### src/rtl/stbuf_single.sv
module stbuf_single #(
  parameter int ADDR_W = 10,
  parameter int DATA_W = 64
) (
  input  logic                  clk,
  input  logic                  rst_n,
  input  logic                  st_valid,
  input  logic [ADDR_W-1:0]     st_addr,
  input  logic [DATA_W-1:0]     st_data,
  input  logic [DATA_W/8-1:0]   st_be,
  input  logic                  tag_hit,
  output logic                  st_miss,
  input  logic                  ld_valid,
  input  logic [ADDR_W-1:0]     ld_addr,
  output logic [DATA_W-1:0]     ld_data,
  output logic                  arr_en,
  output logic                  arr_we,
  output logic [ADDR_W-1:0]     arr_addr,
  output logic [DATA_W-1:0]     arr_wdata,
  output logic [DATA_W/8-1:0]   arr_wbe,
  input  logic [DATA_W-1:0]     arr_rdata
);
  localparam int BE_W = DATA_W / 8;

  logic              buf_v;
  logic [ADDR_W-1:0] buf_addr;
  logic [DATA_W-1:0] buf_data;
  logic [BE_W-1:0]   buf_be;

  logic ld_hit, drain;

  assign ld_hit = ld_valid && buf_v && (ld_addr == buf_addr);
  assign drain  = buf_v && (!ld_valid || ld_hit);

  assign st_miss   = st_valid && !tag_hit;
  assign arr_en    = ld_valid || buf_v;
  assign arr_we    = drain;
  assign arr_addr  = ld_valid ? ld_addr : buf_addr;
  assign arr_wdata = buf_data;
  assign arr_wbe   = buf_be;

  for (genvar i = 0; i < BE_W; i++) begin : g_merge
    assign ld_data[8*i +: 8] = (ld_hit && buf_be[i]) ? buf_data[8*i +: 8]
                                                     : arr_rdata[8*i +: 8];
  end

  always_ff @(posedge clk) begin
    if (!rst_n) begin
      buf_v <= 1'b0;
    end else if (st_valid && tag_hit) begin
      buf_v    <= 1'b1;
      buf_addr <= st_addr;
      buf_data <= st_data;
      buf_be   <= st_be;
    end else if (drain || st_valid) begin
      buf_v <= 1'b0;
    end
  end
endmodule

### config.mk
export PLATFORM = sky130hd
export DESIGN_NAME = stbuf_single
export DESIGN_NICKNAME = d
export VERILOG_FILES = /design/src/rtl/stbuf_single.sv
export SDC_FILE = /design/constraint.sdc
export NUM_CORES = 1
export LEC_CHECK = 0
export ABC_AREA = 1
export BUFFER_PORTS_ARGS = -buffer_cell sky130_fd_sc_hd__buf_4
export CAP_MARGIN = 40
export CELL_PAD_IN_SITES_DETAIL_PLACEMENT = 1
export CELL_PAD_IN_SITES_GLOBAL_PLACEMENT = 1
export CORE_ASPECT_RATIO = 1.75
export CORE_UTILIZATION = 25
export DETAILED_ROUTE_END_ITERATION = 8
export PLACE_DENSITY_LB_ADDON = 0.1
export SLEW_MARGIN = 20
export SYNTH_ARGS = -nofsm -noshare
export SYNTH_HDL_FRONTEND = slang
export SYNTH_SLANG_ARGS = --single-unit
### constraint.sdc
create_clock -name clk -period 6.7 [get_ports clk]
set_input_delay 2.01 -clock clk [delete_from_list [all_inputs] [get_ports clk]]
set_output_delay 2.01 -clock clk [all_outputs]
set_load 0.1 [all_outputs]
==> reports/qor.csv <==
metric,value,unit
Cells after Synth,391,
Die Width,97.4,um
busiest grt layer,met2,
share of cells above drive strength 1,48.1,%
PortBufs,309,
NumNets Final,853,
worst-skew pair later-pin latency,0.33,ns
CTS Root Cell,clkbuf_16,
Hold Buf Count CTS,0,
top-count cell post-synth,nand2_1,
register area share after synthesis,62.3,%
I/O pins,310,
Total GRT Usage,18.2,%
"Area growth, synth to finish",67.5,%
die height,169,um
top post-synthesis cells by count,"nand2_1, edfxtp_1, nand4_1, inv_1, buf_2",
crit share post-route,91.6,%
count of final setup violators,0,
Max-slew headroom,55.5,%
TritonCTS Sinks,83,
clock skew,0.00357,ns
status,completed,
Hold Path Class,reg2reg,
1st-pass router iterations,4,
met1 usage,18.1,%
min cycle time layout,6.14,ns
drt first-iter violations,96,
synthesized area,3990,um^2
Switching Fraction,38.2,%
Residual DRC,0,
postcts setup bufs,0,
GR Layer Usage met2,34.8,%
clock transition at the registers of the reported paths,0.06,ns
Final Total Pwr,1650,uW
CTS tree,yes,
Synth cell types,20,
register bit total from synthesis,83,
Synth Area in Compound Gates,1.00,%
Crit Path Class,in2out,
htree depth,3,
CTS max path bufs,2,
Via Count,4092,
Seq pwr share,37.5,%
Logic pwr share,32.8,%
main area contributors after synthesis,"edfxtp_1, nand2_1, nand4_1",
worst-margin pin slew,0.666,ns
unrepaired setup endpoints after global routing,false,
"Slew Viols, Final",0,
WL per Instance,17.3,um
initial core utilization,25.8,%
Synth Area in Simple Gates,29.1,%
fraction of registers with async set/reset,0,%
gpl congestion,0.777,
Ys Warns,0,
CP Launch Type,primary input,
Via density,4.63,
total CTS buffers,9,
largest net degree at the start of global routing,74,
cts repair resizes,0,
top_reg_cell synth,edfxtp_1,
gr ovfl total,0,
final hold violation count,0,
Power Dens Cells,247,nW/um^2
number of synthesized flops with an enable pin,82,
vias in the first global route,4395,
maximum vdd drop,124,uV
post-synthesis net count,552,
final WL,15.2,mm
main combinational cell family by area after synthesis,simple AND/OR/NAND/NOR gates,
CP max FO,43,
fmax,163,MHz
Antenna Cells,0,
final setup TNS,0,ns
XOR/XNOR Fraction of Synth Area,0.659,%
Mean Syn Cell Area,10.2,um^2
cell internal pwr,1020,uW
HPWL after detailed placement,12.1,mm
top-area cell type share of the netlist area,61.8,%
Sw Pwr,630,uW
crit end category,primary output,
CP arrival,4.13,ns
Core Area,15500,um^2
antenna-violating nets left,0,
Die Area,16500,um^2
clock network fraction of design power,29.6,%
P_leak,0.00321,uW
mux cell area share after synthesis,0,%
GR Util met3,5.82,%
Post-Synth Adder-Cell Area,0,%
max_cap viols,0,
CP required,4.69,ns
first-pass GRT wire length,23.1,mm
"area leader, netlist",edfxtp_1,
antenna violations before repair,0,
FP Rows,60,
-- through the flow --
stage          utilization (%)  std cells  cell area (um^2)  setup slack, ns  hold slack [ns]
4_1_cts                   43.2        883              6670            0.483            0.602
3_5_place_dp              41.3        867              6380            0.484            0.594
5_1_grt                   43.2        883              6670            0.264            0.629
2_1_floorplan                -        391              3990            0.384            0.542
3_3_place_gp              41.3        867              6380            0.557            0.587
6_report                  43.2        883              6670            0.562            0.591
-- metal layers --
layer | wire [um] | part of all wire (%)
met1 | 4990 | 33
met2 | 8650 | 57
met3 | 1280 | 8.4
met4 | 316 | 2.1
met5 | 0 | 0
-- worst paths after layout --
check	depth (start not counted)	slack, ns	endpoint	startpoint
setup / recovery	11	0.56	ld_data[24]	ld_valid
hold / removal	4	0.59	buf_v	buf_v
setup reg to reg	8	5.03	buf_v	buf_addr[3]
hold reg to reg	4	0.59	buf_v	buf_v
-- registers in the layout, summed over array words and instances, names as in the netlist --
register and cells:
arr_wdata 64, buf_v 1, arr_wbe 8, buf_addr 10
-- kinds of logic (layout without fill, tap and decap cells) --
group | Yosys count | count (layout)
flops | 83 | 83
simple gates | 255 | 255
buf+inv | 42 | 348
xor+xnor | 3 | 3
compound gates | 8 | 8
-- cell type report --
| class | count | area (um^2) |
|---|---|---|
| Clock buffer | 10 | 229 |
| Clock inverter | 6 | 65.1 |
| Fill cell | 1857 | 8790 |
| Inverter | 18 | 68.8 |
| Multi-Input combinational cell | 266 | 1230 |
| Sequential cell | 83 | 2480 |
| Tap cell | 186 | 233 |
| Timing Repair Buffer | 314 | 2370 |
-- power by group through the flow --
stage | clock network (uW) | registers (uW) | logic, uW
after CTS | 505 | 618 | 545
after floorplan | 0 | 770 | 241
after global routing | 523 | 622 | 560
after global placement | 0 | 628 | 540
after detailed placement | 0 | 629 | 545
final | 489 | 618 | 541
-- cells in the final DEF (no fill, tap or decap), drive strengths merged, types with 3 or more instances in the layout --
| cell | n |
|---|---|
| nand2 | 173 |
| edfxtp | 82 |
| inv | 18 |
| nand3 | 9 |
| o21ai | 7 |
| clkinvlp | 3 |
| clkbuf | 10 |
| nand4 | 64 |
| nor2 | 9 |
| buf | 314 |
-- critical path: stages --
cell	delay, ns
buf_4	0.20
nand2_1	0.11
inv_2	0.05
nand2_1	0.04
nor2_1	0.10
nand2_2	0.10
nor2_8	0.52
nand3_1	0.50
nand2_1	0.16
nand2_1	0.07
buf_4	0.23
No activity file was read; power rests on OpenSTA's default activity.
